File: src/rtl/ppdma_pkg.sv
package ppdma_pkg;

    localparam int ADDR_W        = 32;
    localparam int LEN_W         = 12;
    localparam int BYTE_W        = 8;
    localparam int PAGE_BITS     = 12;
    localparam int IN_ALIGN_BITS = 6;
    localparam int NUM_CTX       = 2;
    localparam int WORD_W        = 64;
    localparam int REG_AW        = 2;

    // context word layout
    localparam int BASE_LSB  = 0;
    localparam int LEN_LSB   = 32;
    localparam int FINAL_BIT = 63;

    // control word layout
    localparam int CTL_DIR  = 0;
    localparam int CTL_EN   = 1;
    localparam int CTL_RST  = 2;
    localparam int CTL_BRDY = 3;
    localparam int CTL_ARDY = 4;

    // diagnostic word layout
    localparam int DG_CUR    = 0;
    localparam int DG_ACTIVE = 1;
    localparam int DG_LEFT   = 2;

    localparam logic [REG_AW-1:0] RA_CTX_A = 2'd0;
    localparam logic [REG_AW-1:0] RA_CTX_B = 2'd1;
    localparam logic [REG_AW-1:0] RA_CTRL  = 2'd2;
    localparam logic [REG_AW-1:0] RA_DIAG  = 2'd3;

    typedef struct packed {
        logic              final_buf;
        logic [LEN_W-1:0]  len;
        logic [ADDR_W-1:0] base;
    } ctx_t;

    typedef enum logic [2:0] {
        ST_IDLE,
        ST_LOAD,
        ST_RD,
        ST_TX,
        ST_RX,
        ST_WR
    } eng_state_e;

    function automatic ctx_t word_to_ctx(input logic [WORD_W-1:0] w);
        ctx_t c;
        c.base      = w[BASE_LSB +: ADDR_W];
        c.len       = w[LEN_LSB +: LEN_W];
        c.final_buf = w[FINAL_BIT];
        return c;
    endfunction

    function automatic logic [WORD_W-1:0] ctx_to_word(input ctx_t c);
        logic [WORD_W-1:0] w;
        w                      = '0;
        w[BASE_LSB +: ADDR_W]  = c.base;
        w[LEN_LSB +: LEN_W]    = c.len;
        w[FINAL_BIT]           = c.final_buf;
        return w;
    endfunction

endpackage

File: src/rtl/ppdma_ctx_check.sv
module ppdma_ctx_check
    import ppdma_pkg::*;
#(
    parameter int PB = PAGE_BITS,
    parameter int AB = IN_ALIGN_BITS
) (
    input  ctx_t ctx,
    input  logic to_mem,
    output logic reject
);
    localparam int SUM_W = ((PB > LEN_W) ? PB : LEN_W) + 1;
    localparam logic [SUM_W-1:0] PAGE_SIZE = SUM_W'(1) << PB;

    logic [SUM_W-1:0] end_off;
    logic             crosses_page;
    logic             misaligned;

    assign end_off      = SUM_W'(ctx.base[PB-1:0]) + SUM_W'(ctx.len);
    assign crosses_page = end_off > PAGE_SIZE;
    assign misaligned   = to_mem && (|ctx.base[AB-1:0]);
    assign reject       = crosses_page || misaligned;

endmodule

File: src/rtl/ppdma_regs.sv
module ppdma_regs
    import ppdma_pkg::*;
(
    input  logic                    clk,
    input  logic                    rst,
    input  logic                    we,
    input  logic [REG_AW-1:0]       addr,
    input  logic [WORD_W-1:0]       wdata,
    output logic [WORD_W-1:0]       rdata,
    input  logic [NUM_CTX-1:0]      done_clr,
    input  logic                    diag_cur,
    input  logic                    diag_active,
    input  logic [LEN_W-1:0]        diag_left,
    output ctx_t [NUM_CTX-1:0]      ctx_o,
    output logic [NUM_CTX-1:0]      ready_o,
    output logic                    dir_o,
    output logic                    en_o,
    output logic                    chan_rst_o
);
    ctx_t [NUM_CTX-1:0] ctx_q;
    logic [NUM_CTX-1:0] ready_q, ready_n;
    logic dir_q, dir_n, en_q, en_n, crst_q, crst_n;

    for (genvar i = 0; i < NUM_CTX; i++) begin : g_ctx
        always_ff @(posedge clk) begin
            if (rst) begin
                ctx_q[i] <= '0;
            end else if (we && addr == REG_AW'(i)) begin
                ctx_q[i] <= word_to_ctx(wdata);
            end
        end
    end

    always_comb begin
        ready_n = ready_q;
        dir_n   = dir_q;
        en_n    = en_q;
        crst_n  = crst_q;
        if (we && addr == RA_CTRL) begin
            dir_n      = wdata[CTL_DIR];
            en_n       = wdata[CTL_EN];
            crst_n     = wdata[CTL_RST];
            ready_n[0] = wdata[CTL_ARDY];
            ready_n[1] = wdata[CTL_BRDY];
        end
        ready_n = ready_n & ~done_clr;
        if (crst_n) begin
            ready_n = '0;
        end
    end

    always_ff @(posedge clk) begin
        if (rst) begin
            ready_q <= '0;
            dir_q   <= 1'b0;
            en_q    <= 1'b0;
            crst_q  <= 1'b0;
        end else begin
            ready_q <= ready_n;
            dir_q   <= dir_n;
            en_q    <= en_n;
            crst_q  <= crst_n;
        end
    end

    always_comb begin
        rdata = '0;
        unique case (addr)
            RA_CTX_A: rdata = ctx_to_word(ctx_q[0]);
            RA_CTX_B: rdata = ctx_to_word(ctx_q[1]);
            RA_CTRL: begin
                rdata[CTL_DIR]  = dir_q;
                rdata[CTL_EN]   = en_q;
                rdata[CTL_RST]  = crst_q;
                rdata[CTL_BRDY] = ready_q[1];
                rdata[CTL_ARDY] = ready_q[0];
            end
            default: begin
                rdata[DG_CUR]              = diag_cur;
                rdata[DG_ACTIVE]           = diag_active;
                rdata[DG_LEFT +: LEN_W]    = diag_left;
            end
        endcase
    end

    assign ctx_o      = ctx_q;
    assign ready_o    = ready_q;
    assign dir_o      = dir_q;
    assign en_o       = en_q;
    assign chan_rst_o = crst_q;

    AST_RST_NO_READY: assert property (@(posedge clk) disable iff (rst)
        crst_q |-> (ready_q == '0));

endmodule

File: src/rtl/ppdma_engine.sv
module ppdma_engine
    import ppdma_pkg::*;
(
    input  logic                clk,
    input  logic                rst,
    input  logic                chan_rst,
    input  logic                en,
    input  logic                dir,
    input  ctx_t [NUM_CTX-1:0]  ctx,
    input  logic [NUM_CTX-1:0]  ready,
    output logic [NUM_CTX-1:0]  done_clr,
    output logic                mem_req,
    output logic                mem_we,
    output logic [ADDR_W-1:0]   mem_addr,
    output logic [BYTE_W-1:0]   mem_wdata,
    input  logic                mem_gnt,
    input  logic [BYTE_W-1:0]   mem_rdata,
    output logic                dev_tx_valid,
    output logic [BYTE_W-1:0]   dev_tx_data,
    input  logic                dev_tx_ready,
    input  logic                dev_rx_valid,
    input  logic [BYTE_W-1:0]   dev_rx_data,
    output logic                dev_rx_ready,
    output logic                tc_pulse,
    output logic                irq_a,
    output logic                irq_b,
    output logic                irq_err,
    output logic                cur_o,
    output logic                active_o,
    output logic [LEN_W-1:0]    left_o
);
    eng_state_e        state_q, state_n;
    logic              cur_q;
    logic [LEN_W-1:0]  cnt_q;
    logic [ADDR_W-1:0] addr_q;
    logic [BYTE_W-1:0] byte_q;
    logic              dir_q, final_q;
    logic              tc_q, irq_a_q, irq_b_q, irq_err_q;
    logic              fin, fin_err, reject, byte_done, cur_final, run;
    ctx_t              sel_ctx;

    assign sel_ctx   = ctx[cur_q];
    assign run       = en && !chan_rst;
    assign cur_final = (state_q == ST_LOAD) ? sel_ctx.final_buf : final_q;
    assign byte_done = run && ((state_q == ST_TX && dev_tx_ready) ||
                               (state_q == ST_WR && mem_gnt));

    ppdma_ctx_check u_check (
        .ctx    (sel_ctx),
        .to_mem (dir),
        .reject (reject)
    );

    always_comb begin
        state_n = state_q;
        fin     = 1'b0;
        fin_err = 1'b0;
        if (run) begin
            unique case (state_q)
                ST_IDLE: if (ready[cur_q] || ready[~cur_q]) state_n = ST_LOAD;
                ST_LOAD: begin
                    if (reject) begin
                        fin     = 1'b1;
                        fin_err = 1'b1;
                    end else if (sel_ctx.len == '0) begin
                        fin = 1'b1;
                    end else begin
                        state_n = dir ? ST_RX : ST_RD;
                    end
                end
                ST_RD: if (mem_gnt) state_n = ST_TX;
                ST_TX: begin
                    if (dev_tx_ready) begin
                        if (cnt_q == LEN_W'(1)) fin = 1'b1;
                        else state_n = ST_RD;
                    end
                end
                ST_RX: if (dev_rx_valid) state_n = ST_WR;
                ST_WR: begin
                    if (mem_gnt) begin
                        if (cnt_q == LEN_W'(1)) fin = 1'b1;
                        else state_n = ST_RX;
                    end
                end
                default: state_n = ST_IDLE;
            endcase
        end
        if (fin) state_n = ST_IDLE;
        done_clr        = '0;
        done_clr[cur_q] = fin;
    end

    always_ff @(posedge clk) begin
        if (rst || chan_rst) begin
            state_q   <= ST_IDLE;
            cur_q     <= 1'b0;
            cnt_q     <= '0;
            addr_q    <= '0;
            byte_q    <= '0;
            dir_q     <= 1'b0;
            final_q   <= 1'b0;
            tc_q      <= 1'b0;
            irq_a_q   <= 1'b0;
            irq_b_q   <= 1'b0;
            irq_err_q <= 1'b0;
        end else begin
            state_q   <= state_n;
            tc_q      <= fin && !fin_err && cur_final;
            irq_a_q   <= fin && !fin_err && !cur_q;
            irq_b_q   <= fin && !fin_err && cur_q;
            irq_err_q <= fin && fin_err;
            unique case (state_q)
                ST_IDLE: if (run && !ready[cur_q] && ready[~cur_q]) cur_q <= ~cur_q;
                ST_LOAD: begin
                    if (run) begin
                        addr_q  <= sel_ctx.base;
                        cnt_q   <= sel_ctx.len;
                        dir_q   <= dir;
                        final_q <= sel_ctx.final_buf;
                    end
                end
                ST_RD: if (run && mem_gnt) byte_q <= mem_rdata;
                ST_RX: if (run && dev_rx_valid) byte_q <= dev_rx_data;
                ST_TX, ST_WR: begin
                    if (byte_done) begin
                        addr_q <= addr_q + ADDR_W'(1);
                        cnt_q  <= cnt_q - LEN_W'(1);
                    end
                end
                default: ;
            endcase
            if (fin) begin
                cur_q <= ~cur_q;
                cnt_q <= '0;
            end
        end
    end

    assign mem_req      = run && (state_q == ST_RD || state_q == ST_WR);
    assign mem_we       = (state_q == ST_WR);
    assign mem_addr     = addr_q;
    assign mem_wdata    = byte_q;
    assign dev_tx_valid = run && state_q == ST_TX;
    assign dev_tx_data  = byte_q;
    assign dev_rx_ready = run && state_q == ST_RX;
    assign tc_pulse     = tc_q;
    assign irq_a        = irq_a_q;
    assign irq_b        = irq_b_q;
    assign irq_err      = irq_err_q;
    assign cur_o        = cur_q;
    assign active_o     = en && state_q != ST_IDLE;
    assign left_o       = cnt_q;

    AST_TC_WITH_DONE: assert property (@(posedge clk) disable iff (rst)
        tc_q |-> (irq_a_q || irq_b_q));
    AST_ONE_IRQ: assert property (@(posedge clk) disable iff (rst)
        $onehot0({irq_a_q, irq_b_q, irq_err_q}));
    AST_ERR_NO_TC: assert property (@(posedge clk) disable iff (rst)
        irq_err_q |-> !tc_q);
    AST_FREEZE_HOLD: assert property (@(posedge clk) disable iff (rst || chan_rst)
        !en |=> ($stable(cnt_q) && $stable(addr_q)));
    AST_REQ_NEEDS_EN: assert property (@(posedge clk) disable iff (rst)
        (mem_req || dev_tx_valid || dev_rx_ready) |-> (en && !chan_rst));
    AST_REQ_HOLD: assert property (@(posedge clk) disable iff (rst || chan_rst)
        (mem_req && !mem_gnt) |=> (!en || (mem_req && $stable(mem_addr))));

    logic unused_dir;
    assign unused_dir = dir_q;

endmodule

File: src/rtl/pingpong_byte_dma.sv
module pingpong_byte_dma
    import ppdma_pkg::*;
(
    input  logic                clk,
    input  logic                rst,
    input  logic                reg_we,
    input  logic [REG_AW-1:0]   reg_addr,
    input  logic [WORD_W-1:0]   reg_wdata,
    output logic [WORD_W-1:0]   reg_rdata,
    output logic                mem_req,
    output logic                mem_we,
    output logic [ADDR_W-1:0]   mem_addr,
    output logic [BYTE_W-1:0]   mem_wdata,
    input  logic                mem_gnt,
    input  logic [BYTE_W-1:0]   mem_rdata,
    output logic                dev_tx_valid,
    output logic [BYTE_W-1:0]   dev_tx_data,
    input  logic                dev_tx_ready,
    input  logic                dev_rx_valid,
    input  logic [BYTE_W-1:0]   dev_rx_data,
    output logic                dev_rx_ready,
    output logic                tc_pulse,
    output logic                irq_ctx_a,
    output logic                irq_ctx_b,
    output logic                irq_mem_err
);
    ctx_t [NUM_CTX-1:0] ctx;
    logic [NUM_CTX-1:0] ready, done_clr;
    logic               dir, en, chan_rst, cur, active;
    logic [LEN_W-1:0]   left;

    ppdma_regs u_regs (
        .clk         (clk),
        .rst         (rst),
        .we          (reg_we),
        .addr        (reg_addr),
        .wdata       (reg_wdata),
        .rdata       (reg_rdata),
        .done_clr    (done_clr),
        .diag_cur    (cur),
        .diag_active (active),
        .diag_left   (left),
        .ctx_o       (ctx),
        .ready_o     (ready),
        .dir_o       (dir),
        .en_o        (en),
        .chan_rst_o  (chan_rst)
    );

    ppdma_engine u_engine (
        .clk          (clk),
        .rst          (rst),
        .chan_rst     (chan_rst),
        .en           (en),
        .dir          (dir),
        .ctx          (ctx),
        .ready        (ready),
        .done_clr     (done_clr),
        .mem_req      (mem_req),
        .mem_we       (mem_we),
        .mem_addr     (mem_addr),
        .mem_wdata    (mem_wdata),
        .mem_gnt      (mem_gnt),
        .mem_rdata    (mem_rdata),
        .dev_tx_valid (dev_tx_valid),
        .dev_tx_data  (dev_tx_data),
        .dev_tx_ready (dev_tx_ready),
        .dev_rx_valid (dev_rx_valid),
        .dev_rx_data  (dev_rx_data),
        .dev_rx_ready (dev_rx_ready),
        .tc_pulse     (tc_pulse),
        .irq_a        (irq_ctx_a),
        .irq_b        (irq_ctx_b),
        .irq_err      (irq_mem_err),
        .cur_o        (cur),
        .active_o     (active),
        .left_o       (left)
    );

endmodule

File: config.mk
export PLATFORM = sky130hd
export DESIGN_NAME = pingpong_byte_dma
export DESIGN_NICKNAME = d
export VERILOG_FILES = /design/src/rtl/ppdma_pkg.sv /design/src/rtl/ppdma_ctx_check.sv /design/src/rtl/ppdma_regs.sv /design/src/rtl/ppdma_engine.sv /design/src/rtl/pingpong_byte_dma.sv
export SDC_FILE = /design/constraint.sdc
export NUM_CORES = 1
export LEC_CHECK = 0
export BUFFER_PORTS_ARGS = -buffer_cell sky130_fd_sc_hd__buf_2
export CELL_PAD_IN_SITES_DETAIL_PLACEMENT = 2
export CELL_PAD_IN_SITES_GLOBAL_PLACEMENT = 2
export CORE_MARGIN = 10
export CORE_UTILIZATION = 35
export CTS_BUF_LIST = sky130_fd_sc_hd__clkbuf_16
export DETAILED_ROUTE_END_ITERATION = 10
export GPL_ROUTABILITY_DRIVEN = 1
export GPL_TIMING_DRIVEN = 0
export PLACE_DENSITY = 0.83
export SLEW_MARGIN = 20
export SYNTH_ARGS = -nofsm -noshare
export SYNTH_HDL_FRONTEND = slang
export SYNTH_HIERARCHICAL = 1
export SYNTH_SLANG_ARGS = --single-unit
File: constraint.sdc
create_clock -name clk -period 6.25 [get_ports clk]
set_input_delay 0.9375 -clock clk [delete_from_list [all_inputs] [get_ports clk]]
set_output_delay 0.9375 -clock clk [all_outputs]
set_load 0.02 [all_outputs]
-- After elaboration in Yosys (flattened, before gate mapping)
Cells that the tools add are included.
Widths: inputs -> output; s select.
- equal/unequal tests: 21
- add/subtract/negate cells: 3
- reduce and logical (&&, ||, !) cells: 48
- multiplexer cells: 47
- bitwise operators: 4
- order comparisons: 4
- operator list (cell ; count):
    $pmux 50 s2 ; 1
    $mux 45 ; 2
    $mux 32 ; 2
    $pmux 32 s2 ; 1
    $add 32x1->32 const B ; 1
    $mux 3 ; 10
    $pmux 9 s3 ; 1
    $mux 12 ; 2
    $pmux 12 s2 ; 1
    $logic_and 1x1->1 ; 22
    $mux 1 ; 19
    $pmux 3 s6 ; 1
    $mux 8 ; 2
    $pmux 8 s2 ; 1
    $pmux 5 s3 ; 1
    $ne 2x2->1 const B ; 7
    $add 12x12->13 ; 1
    $gt 13x13->1 const B ; 1
    $eq 12x1->1 const B ; 1
    $logic_not 12->1 ; 1
    $ne 2x1->1 const B ; 6
    $sub 12x1->12 const B ; 1
    $reduce_and 10->1 ; 1
    $reduce_bool 2->1 ; 4
    other kinds (22) ; 37
- input port bits: 88
- register bits after elaboration: 156

-- Depth between registers and ports, before layout
Gate-level depths: netlist of run 1.
- depth in word-level cells: 11
- gate-level depth with buffers: 18
- gate-level depth less buffers: 14

-- Modules after synthesis
Netlist of run 1, hierarchy kept.
- modules (own cells, without submodules) (module ; area an instance (sq um) ; seq. area each (sq um) ; cells each ; times used):
    ppdma_engine ; 4794.6 ; 1221.2 ; 581 ; 1
    ppdma_regs ; 4264.1 ; 1901.8 ; 538 ; 1
    ppdma_ctx_check ; 585.6 ; 0.0 ; 72 ; 1

-- Least setup slack after synthesis of run 1
Ideal clock, no wire load.
- path type: flip-flop to flip-flop
- from: reg u_engine.cur_q (netlist: u_engine/cur_o)
- to: reg u_regs.ready_q[1] (netlist: u_regs/ready_o[1])
- clock period less this slack: 4.067 ns
- required time: 6.170 ns
- setup time: 0.080 ns
- setup slack: 2.183 ns
- arrival: 3.987 ns
- cell stages (with the launch flop): 19
- buffers on the path: 4
- cell sequence: dfxtp_1 > buf_2 > buf_2 > buf_2 > mux2_2 > ha_1 > fa_1 > a211oi_1 > o31a_1 > o211ai_1 > a22oi_1 > o2111ai_1 > o32a_1 > nand2_1 > o21ai_1 > o21a_1 > buf_4 > and2_1 > nor3b_1
- RTL lines (item ; line ; RTL):
    from (decl) ; ppdma_engine.sv:33 ; logic cur_q;
    from (signal assigned) ; ppdma_engine.sv:113 ; ST_IDLE: if (run && !ready[cur_q] && ready[~cur_q]) cur_q <= ~cur_q;
    from (signal assigned) ; ppdma_engine.sv:133 ; cur_q <= ~cur_q;
    to (signal assigned) ; ppdma_regs.sv:59 ; ready_q <= ready_n;
    to (decl) ; ppdma_regs.sv:21 ; logic [NUM_CTX-1:0] ready_q, ready_n;

==> results of run 1 <==
## metal layers
metal	share of wire [%]	track usage (%)
met5	0	0
met4	5.3	15.0
met3	5.8	4.33
met2	48	44.1
met1	41	31.4
## synth_stat cells (all sizes together), types with 21 or more instances
cell type,count
a211oi,24
a21oi,127
buf,91
clkbuf,27
dfxtp,156
mux2,48
mux2i,59
nand2,231
nand3,26
nand4,21
nor2,77
nor3,27
o21ai,42
## stage by stage
stage               util [%]  cell area [sq um]  instances
floorplan                  -               9710       1209
detailed placement      40.6              11000       1717
global placement        40.6              11000       1717
global route            42.8              11600       1748
finish                  42.8              11600       1749
CTS                     42.8              11600       1748
## final timing paths
| kind | depth (start not counted) | slack [ps] | endpoint |
|---|---|---|---|
| max | 17 | 900 | u_engine/left_o[6] |
| min | 2 | 480 | u_regs/ctx_o[73] |
| max reg2reg | 17 | 900 | u_engine/left_o[6] |
| min reg2reg | 2 | 480 | u_regs/ctx_o[73] |
## worst max-delay path: cells and delay by family (launching register included)
family,cells,cell delay [ps]
compound gates,9,2290
buf+inv,4,1200
fa+ha+maj,2,680
mux,1,450
flops,1,340
simple gates,1,220
## kinds of logic after synthesis
kind of cell / count (synthesis) / synth area share [%]
compound gates: 288 / 19.1
xor+xnor: 6 / 0.623
fa+ha+maj: 16 / 2.15
buf+inv: 131 / 7.95
flops: 156 / 32.4
mux: 112 / 12.9
other cells: 1 / 0.0389
simple gates: 481 / 24.8
## power groups by stage
stage / logic, mW / registers [mW] / clock network [mW]
global route: 0.285 / 1.04 / 1.14
floorplan: 0.157 / 1.05 / 0
finish: 0.267 / 1.03 / 1.10
detailed placement: 0.257 / 1.06 / 0
CTS: 0.262 / 1.03 / 1.10
global placement: 0.249 / 1.05 / 0
## final cells by class
cell class                 instances  area [sq um]
inverter                          13          48.8
multi-input combinational        922          5820
sequential                       156          3120
clock buffer                      17           425
antenna                            1          2.50
tap                              341           427
buffer                           118           718
clock inverter                    14           161
timing repair buffer             167           836
fill                            3169         15500
## state kept, by name, indices dropped and copies added, names as in the netlist, 2 cells and up
name	cells
u_engine/dev_tx_data	8
u_engine/left_o	12
u_engine/mem_addr	32
u_engine/state_q	3
u_regs/ctx_o	90
u_regs/ready_o	2
==> metrics.md, run 1 <==
| Metric | Value |
|---|---|
| Clk network pwr share | `45.8%` |
| TritonCTS clock tree | `yes` |
| Leakage | `4.83 nW` |
| Wire per inst | `26.6 um` |
| Initial core utilization | `35.7%` |
| Syn avg cell area | `8.10 sq um` |
| Largest net degree at the start of global routing | `17` |
| # rows | `60` |
| Worst rel slew slack | `33.9%` |
| Hold Vio Cnt, Final | `0` |
| Yosys reg bits | `156` |
| Most used DFF post-synth | `dfxtp_1` |
| Slew Viols, Final | `0` |
| Top cell type's share of synthesized area | `32.4%` |
| Die boundary width | `186 um` |
| Hold Path Origin | `u_regs/ctx_o[73]` |
| Pint | `1.70 mW` |
| Largest area contributor in the netlist | `dfxtp_1` |
| Mapped Cells | `1191` |
| Hold buffers post-CTS | `0` |
| Vias per inst | `5.94` |
| Routed Antenna Nets | `0` |
| Final worst-path setup slack | `904 ps` |
| Worst slew pin tran | `990 ps` |
| Setup_tns | `0 ps` |
| Crit-path slowest cell | `mux2_2` |
| HP Class | `flip-flop to flip-flop` |
| DP Worst Slack | `1050 ps` |
| # DRC | `0` |
| Most frequent CP cell | `buf_2` |
| Max Root-Sink Buffers | `2` |
| Pwr/cell area | `207 nW/um^2` |
| Number of global-route vias before repair | `11298` |
| Postcts setup bufs | `0` |
| Critical Path Source | `u_engine/cur_o` |
| Worst-path cell chain | `buf_2 -> buf_2 -> buf_2 -> mux2_2 -> ha_1 -> fa_1 -> a211oi_1 -> o31a_1 -> o211ai_1 -> a22oi_1 -> o2111ai_1 -> o32a_1 -> nand2_1 -> o21ai_1 -> o21a_1 -> buf_4 -> a2111oi_0` |
| Async SR Flop Fraction | `0%` |
| Nets@finish | `1499` |
| Mapped Area | `9640 sq um` |
| Gate power share | `11.1%` |
| Wirelength, routed | `46.4 mm` |
| DIE HEIGHT | `186 um` |
| Total CTS buffers | `17` |
| H-tree depth | `4` |
| Worst setup EP type | `flip-flop` |
| Synth area leaders | `dfxtp_1 (32%), nand2_1 (9.0%), a21oi_1 (6.6%)` |
| Initial antenna violation count | `0` |
| Crit-path max cell delay | `450 ps` |
| Via Count | `10387` |
| # clock sinks | `156` |
| Startpoint Class | `flip-flop` |
| CP required | `6540 ps` |
| Status | `finished, final reports clean` |
| Seq pwr share | `43.1%` |
| Pwr Total | `2.40 mW` |
| EDFF count, synth | `0` |
| Sequential share of the synthesized area | `32.4%` |
| Crit-path max FO | `10` |
| RSZ-0062 raised after global routing | `no` |
| Finish-stage setup viols | `0` |
| Crit Path Category | `flip-flop to flip-flop` |
| Gr usage total | `26.4%` |
| Die area | `34600 sq um` |
| Hold slack final | `478 ps` |
| Placer Congestion | `0.891` |
| CTS root buf | `clkbuf_16` |
| Reg-to-Reg Start | `u_engine/cur_o` |
| First-pass GRT wire length | `69.5 mm` |
| Commonest non-fill, non-tap cell in the layout | `nand2_1` |
| Max-cap viol count | `0` |
| Min cycle time layout | `5350 ps` |
| Final HPWL DP | `33.9 mm` |
| Area grow syn2layout | `19.9%` |
| Reg clk slew, reported paths | `70 ps` |
| Input/output buffers | `167` |
| Post_cts resized | `0` |
| Max rail drop VDD | `181 uV` |
| Core footprint | `27000 sq um` |
| Clk_lat worst skew | `450 ps` |
| Commonest cells after routing, fill and taps aside | `nand2_1 (230), buf_2 (209), dfxtp_1 (156)` |
| Crit share post-route | `85.5%` |
| Initial DRC Count | `727` |
| Syn. warnings | `6` |
| I/O pin count | `208` |
| F_max | `0.187 GHz` |
| Clk_skew | `9.92 ps` |
| Synth unique cells | `96` |
| Net switching power | `0.693 mW` |
| Share of post-route cells with drive strength above 1 | `26.9%` |
| DR pass1 iterations | `5` |
| Net Sw Frac | `28.9%` |
| Remaining global-route overflow | `0` |
| Crit path DAT | `5640 ps` |
Note: power is estimated with default switching activity, not from simulation.
==> inputs of run 2 (changes only) <==
--- a/config.mk
+++ b/config.mk
@@ -5,16 +5,16 @@
 export SDC_FILE = /design/constraint.sdc
 export NUM_CORES = 1
 export LEC_CHECK = 0
-export BUFFER_PORTS_ARGS = -buffer_cell sky130_fd_sc_hd__buf_2
 export CELL_PAD_IN_SITES_DETAIL_PLACEMENT = 2
 export CELL_PAD_IN_SITES_GLOBAL_PLACEMENT = 2
-export CORE_MARGIN = 10
-export CORE_UTILIZATION = 35
+export CORE_UTILIZATION = 40
 export CTS_BUF_LIST = sky130_fd_sc_hd__clkbuf_16
 export DETAILED_ROUTE_END_ITERATION = 10
+export DONT_BUFFER_PORTS = 1
 export GPL_ROUTABILITY_DRIVEN = 1
 export GPL_TIMING_DRIVEN = 0
-export PLACE_DENSITY = 0.83
+export PLACE_DENSITY = 0.81
+export REMOVE_ABC_BUFFERS = 1
 export SLEW_MARGIN = 20
 export SYNTH_ARGS = -nofsm -noshare
 export SYNTH_HDL_FRONTEND = slang
==> run 2 against run 1 <==
  * Final cell count down 17%
  * Total power down 8.0%
  * Design area down 13%
  * Clock power down 8%
  * Die area down 28%
  * Global-route usage up 2.0 points
  * Routed wire length down 25%
  * Critical path depth down 3
==> metrics.md, run 2 (same netlist as run 1, synthesis figures left out) <==
| Metric | Value |
|---|---|
| Core footprint | `23500 sq um` |
| I/O pin count | `208` |
| Input/output buffers | `0` |
| Pwr Total | `2.20 mW` |
| Remaining global-route overflow | `0` |
| Critical Path Source | `u_engine/cur_o` |
| Wirelength, routed | `34.8 mm` |
| Total CTS buffers | `17` |
| Worst reg2reg setup slack | `890 ps` |
| Max Root-Sink Buffers | `2` |
| Nets@finish | `1224` |
| DIE HEIGHT | `157 um` |
| Placer Congestion | `0.822` |
| Initial antenna violation count | `0` |
| Reg2reg end | `u_engine/left_o[0]` |
| HP Class | `flip-flop to flip-flop` |
| Clk_lat worst skew | `430 ps` |
| DP Worst Slack | `1260 ps` |
| Gr usage total | `28.3%` |
| Commonest cells after routing, fill and taps aside | `nand2_1 (230), dfxtp_1 (154), a21oi_1 (127)` |
| Commonest non-fill, non-tap cell in the layout | `nand2_1` |
| Worst setup EP type | `flip-flop` |
| Startpoint Class | `flip-flop` |
| Slew Viols, Final | `0` |
| DR pass1 iterations | `5` |
| Crit path DAT | `5620 ps` |
| F_max | `0.187 GHz` |
| Finish-stage setup viols | `0` |
| Worst slew pin tran | `1100 ps` |
| Crit Path Category | `flip-flop to flip-flop` |
| Final HPWL DP | `23.2 mm` |
| H-tree depth | `4` |
| Area grow syn2layout | `4.68%` |
| N_diodes | `0` |
| Fill cells | `2682` |
| Number of global-route vias before repair | `9406` |
| CP required | `6520 ps` |
| Share of post-route cells with drive strength above 1 | `11.9%` |
| # DRC | `0` |
| Initial DRC Count | `418` |
| Leakage | `3.57 nW` |
| Via Count | `8863` |
| Clk_skew | `12.0 ps` |
| Worst Setup EP | `u_engine/left_o[0]` |
| Max-cap viol count | `0` |
| Hold buffers post-CTS | `0` |
| Hold Vio Cnt, Final | `0` |
| Die area | `24700 sq um` |
| Crit share post-route | `85.7%` |
| Postcts setup bufs | `0` |
| Routed Antenna Nets | `0` |
| Pwr/cell area | `218 nW/um^2` |
| Status | `finished, final reports clean` |
| RSZ-0062 raised after global routing | `no` |
| # rows | `56` |
| Final worst-path setup slack | `893 ps` |
| Max FFs per register | `90` |
| Min cycle time layout | `5360 ps` |
| CTS root buf | `clkbuf_16` |
| Vias per inst | `6.10` |
| Die boundary width | `157 um` |
| Crit-path max FO | `36` |
| Crit-path slowest cell | `a2111oi_0` |
| TritonCTS clock tree | `yes` |
| Reg2reg path depth | `14` |
| First-pass GRT wire length | `53.9 mm` |
| Reg clk slew, reported paths | `70 ps` |
| Initial core utilization | `41.0%` |
| Worst rel slew slack | `26.6%` |
| Storage cell area | `3130 sq um` |
| Post_cts resized | `0` |
| Multi-input gate area | `5840 sq um` |
| Final core utilization | `42.9%` |
| Hold Path Cell Cnt | `2` |
| Crit-path max cell delay | `640 ps` |
| Wire per inst | `23.9 um` |
| Reg-to-Reg Start | `u_engine/cur_o` |
| Largest net degree at the start of global routing | `97` |
| Max rail drop VDD | `102 uV` |
| # clock sinks | `156` |
| Worst-path cell chain | `buf_12 -> mux2_2 -> ha_1 -> fa_1 -> a211oi_1 -> o31a_1 -> o211ai_1 -> a22oi_1 -> o2111ai_1 -> o32a_1 -> nand2_1 -> o21ai_1 -> o21a_1 -> a2111oi_0` |
[run 2: worst min-delay path by stage]
stage,startpoint,to
3_5_place_dp,u_regs/ctx_o[30],u_regs/ctx_o[30]
5_1_grt,u_regs/ctx_o[60],u_regs/ctx_o[60]
4_1_cts,u_regs/ctx_o[30],u_regs/ctx_o[30]
2_1_floorplan,u_regs/ctx_o[47],u_regs/ctx_o[47]
6_report,u_regs/ctx_o[0],u_regs/ctx_o[0]
3_3_place_gp,u_regs/ctx_o[49],u_regs/ctx_o[49]
[run 2: metal layers]
layer / track usage, % / vias to the layer above / part of all wire (%) / wire (um)
met5: 0 / - / 0 / 0
met4: 8.46 / 0 / 1.8 / 615
met3: 5.75 / 36 / 5.0 / 1740
met2: 51.3 / 193 / 51 / 17700
met1: 33.4 / 4530 / 42 / 14700
li1: - / 4104 / - / -
[run 2: critical path, delay by kind of cell (launching register included)]
kind	cells	cell delay [ps]
AO/OA/AOI/OAI	9	3040
adder cells (fa/ha/maj)	2	670
buffers and inverters	1	260
flip-flops	1	550
multiplexers	1	420
AND/OR/NAND/NOR	1	220
[run 2: per-stage QoR]
step                hold slack [ps]  area (sq um)  TNS [ps]  std cells
global route                    485         10100         0       1452
floorplan                       437          8990         0       1091
global placement                447          9390      -242       1410
detailed placement              458          9540         0       1420
CTS                             468         10100         0       1452
finish                          470         10100         0       1452
[run 2: cell type report]
type | instances | area share (%)
Clock buffer | 17 | 4.21
Clock inverter | 15 | 1.24
Inverter | 13 | 0.483
Multi-Input combinational cell | 922 | 57.8
Sequential cell | 156 | 31.0
Tap cell | 319 | 3.95
Timing Repair Buffer | 10 | 1.33
[run 2: where the power goes]
group          internal (mW)  switching (mW)
sequential              1.01          0.0176
combinational         0.0607           0.106
clock                  0.547           0.460
==> inputs of run 3 (changes only) <==
--- a/config.mk
+++ b/config.mk
@@ -7,13 +7,13 @@
 export LEC_CHECK = 0
 export CELL_PAD_IN_SITES_DETAIL_PLACEMENT = 2
 export CELL_PAD_IN_SITES_GLOBAL_PLACEMENT = 2
-export CORE_UTILIZATION = 40
-export CTS_BUF_LIST = sky130_fd_sc_hd__clkbuf_16
+export CORE_UTILIZATION = 41
+export CTS_BUF_LIST = sky130_fd_sc_hd__clkbuf_4 sky130_fd_sc_hd__clkbuf_8
 export DETAILED_ROUTE_END_ITERATION = 10
 export DONT_BUFFER_PORTS = 1
 export GPL_ROUTABILITY_DRIVEN = 1
 export GPL_TIMING_DRIVEN = 0
-export PLACE_DENSITY = 0.81
+export PLACE_DENSITY = 0.83
 export REMOVE_ABC_BUFFERS = 1
 export SLEW_MARGIN = 20
 export SYNTH_ARGS = -nofsm -noshare
==> run 3 against run 2 <==
  * First-iteration DRC count did not move
  * Sequential cell count did not move
  * Clock skew up 4.8 ps
  * Count of clock-buffer cells in the layout is 2 higher
  * Combinational power barely moved
  * Die area decreased by 2.4%
  * Critical path depth stayed put
  * Register-to-register slack better by 280 ps
  * Design area down 1.3%
  * Via count fell by 0.79%
  * Sequential power hardly changed
==> metrics.md, run 3 (same netlist as run 1, synthesis figures left out) <==
| Metric | Value |
|---|---|
| Status | `finished, final reports clean` |
| CTS root buf | `clkbuf_8` |
| Initial DRC Count | `418` |
| Crit path DAT | `5410 ps` |
| Initial core utilization | `42.2%` |
| Leakage | `3.50 nW` |
| N_diodes | `0` |
| Hold Path Cell Cnt | `2` |
| Input/output buffers | `0` |
| Min cycle time layout | `5070 ps` |
| GRT Max-Usage Layer | `met2` |
| Largest net degree at the start of global routing | `97` |
| Post_cts resized | `0` |
| Fill cells | `2633` |
| Remaining global-route overflow | `0` |
| Worst slew pin tran | `1110 ps` |
| Die area | `24100 sq um` |
| Crit-path max cell delay | `550 ps` |
| Postcts setup bufs | `0` |
| Clk_lat worst skew | `460 ps` |
| # rows | `55` |
| Die boundary width | `155 um` |
| H-tree depth | `4` |
| Initial antenna violation count | `0` |
| Routed Antenna Nets | `0` |
| Gr usage total | `28.6%` |
| First-pass GRT wire length | `53.9 mm` |
| Pwr/cell area | `206 nW/um^2` |
| Placer Congestion | `0.835` |
| Core footprint | `22800 sq um` |
| Final HPWL DP | `23.3 mm` |
| F_max | `0.197 GHz` |
| Worst-path cell chain | `buf_12 -> mux2_2 -> ha_1 -> fa_1 -> a211oi_1 -> o31a_1 -> o211ai_1 -> a22oi_1 -> o2111ai_1 -> o32a_1 -> nand2_1 -> o21ai_1 -> o21a_1 -> a2111oi_0` |
| Number of global-route vias before repair | `9336` |
| Max-cap viol count | `0` |
| Max rail drop VDD | `90.9 uV` |
| # clock sinks | `156` |
| RSZ-0062 raised after global routing | `no` |
| Worst setup EP type | `flip-flop` |
| CP required | `6580 ps` |
| TritonCTS clock tree | `yes` |
| Crit Path Category | `flip-flop to flip-flop` |
| Met2 usage | `50.5%` |
| Share of post-route cells with drive strength above 1 | `11.9%` |
| # DRC | `0` |
| Max FFs per register | `90` |
| Crit-path max FO | `37` |
| DR pass1 iterations | `4` |
| Wirelength, routed | `34.1 mm` |
| Wire per inst | `23.7 um` |
| Max Root-Sink Buffers | `2` |
| Hold Vio Cnt, Final | `0` |
| Vias per inst | `6.09` |
| Clk_skew | `16.8 ps` |
| I/O pin count | `208` |
| Met1 usage | `33.9%` |
| Finish-stage setup viols | `0` |
| Hold slack final | `471 ps` |
| HP Class | `flip-flop to flip-flop` |
| Pwr Total | `2.05 mW` |
| Reg clk slew, reported paths | `90 ps` |
| Nets@finish | `1223` |
| Worst rel slew slack | `25.9%` |
| Slew Viols, Final | `0` |
| Area grow syn2layout | `3.30%` |
| Via Count | `8793` |
| Reg2reg path depth | `14` |
| Met3 Usage GRT | `7.63%` |
| Commonest non-fill, non-tap cell in the layout | `nand2_1` |
| Crit-path slowest cell | `dfxtp_4` |
| Commonest cells after routing, fill and taps aside | `nand2_1 (230), dfxtp_1 (154), a21oi_1 (127)` |
| Crit share post-route | `81.2%` |
| DIE HEIGHT | `155 um` |
| Total CTS buffers | `17` |
| Hold buffers post-CTS | `0` |
| Startpoint Class | `flip-flop` |
-- run 3: changes by cell type in the layout (fill, tap and decap cells not counted), sizes merged --
cell	change
clkbuf	+2
clkinv	-4
bufinv	+3
inv	-4
buf	-1
clkinvlp	+1
-- run 3: critical path, delay by kind of cell, from the launching register on --
kind | cells | cell delay (ps)
buf+inv | 1 | 270
fa+ha+maj | 2 | 660
simple gates | 1 | 190
mux | 1 | 430
compound gates | 9 | 2830
flops | 1 | 550
-- run 3: worst paths after layout --
kind	startpoint	end	slack, ps
max	u_engine/cur_o	u_engine/left_o[0]	1180
min	u_regs/ctx_o[1]	u_regs/ctx_o[1]	470
max reg2reg	u_engine/cur_o	u_engine/left_o[0]	1180
min reg2reg	u_regs/ctx_o[1]	u_regs/ctx_o[1]	470
-- run 3: where the power goes --
group	switching, mW	leakage, nW	total [mW]	internal (mW)
sequential	0.0178	1.26	1.03	1.01
clock	0.406	0.210	0.858	0.451
combinational	0.106	2.03	0.166	0.0608
total	0.530	3.50	2.05	1.53
-- run 3: metal layers --
metal,up-vias,part of all wire [%]
met5,-,0
met4,0,1.7
met3,37,5.7
met2,196,51
met1,4466,42
li1,4094,-
-- run 3: layout make-up --
type,instances,area (sq um),share of cell area [%]
Multi-Input combinational cell,922,5840,58.6
Timing Repair Buffer,9,130,1.31
Sequential cell,156,3130,31.4
Clock buffer,19,262,2.62
Clock inverter,11,166,1.67
Inverter,13,48.8,0.490
Tap cell,313,392,3.93
-- run 3: through the flow --
stage | worst slack (ps) | utilization (%) | TNS [ps] | std cells | instance area (sq um)
final | 1180 | 43.6 | 0 | 1443 | 9960
after global routing | 837 | 43.6 | 0 | 1443 | 9960
after CTS | 1140 | 43.6 | 0 | 1443 | 9960
after detailed placement | 1230 | 41.7 | 0 | 1413 | 9530
after global placement | -7.90 | 41.1 | -7.90 | 1404 | 9390
after floorplan | 1480 | - | 0 | 1091 | 8990
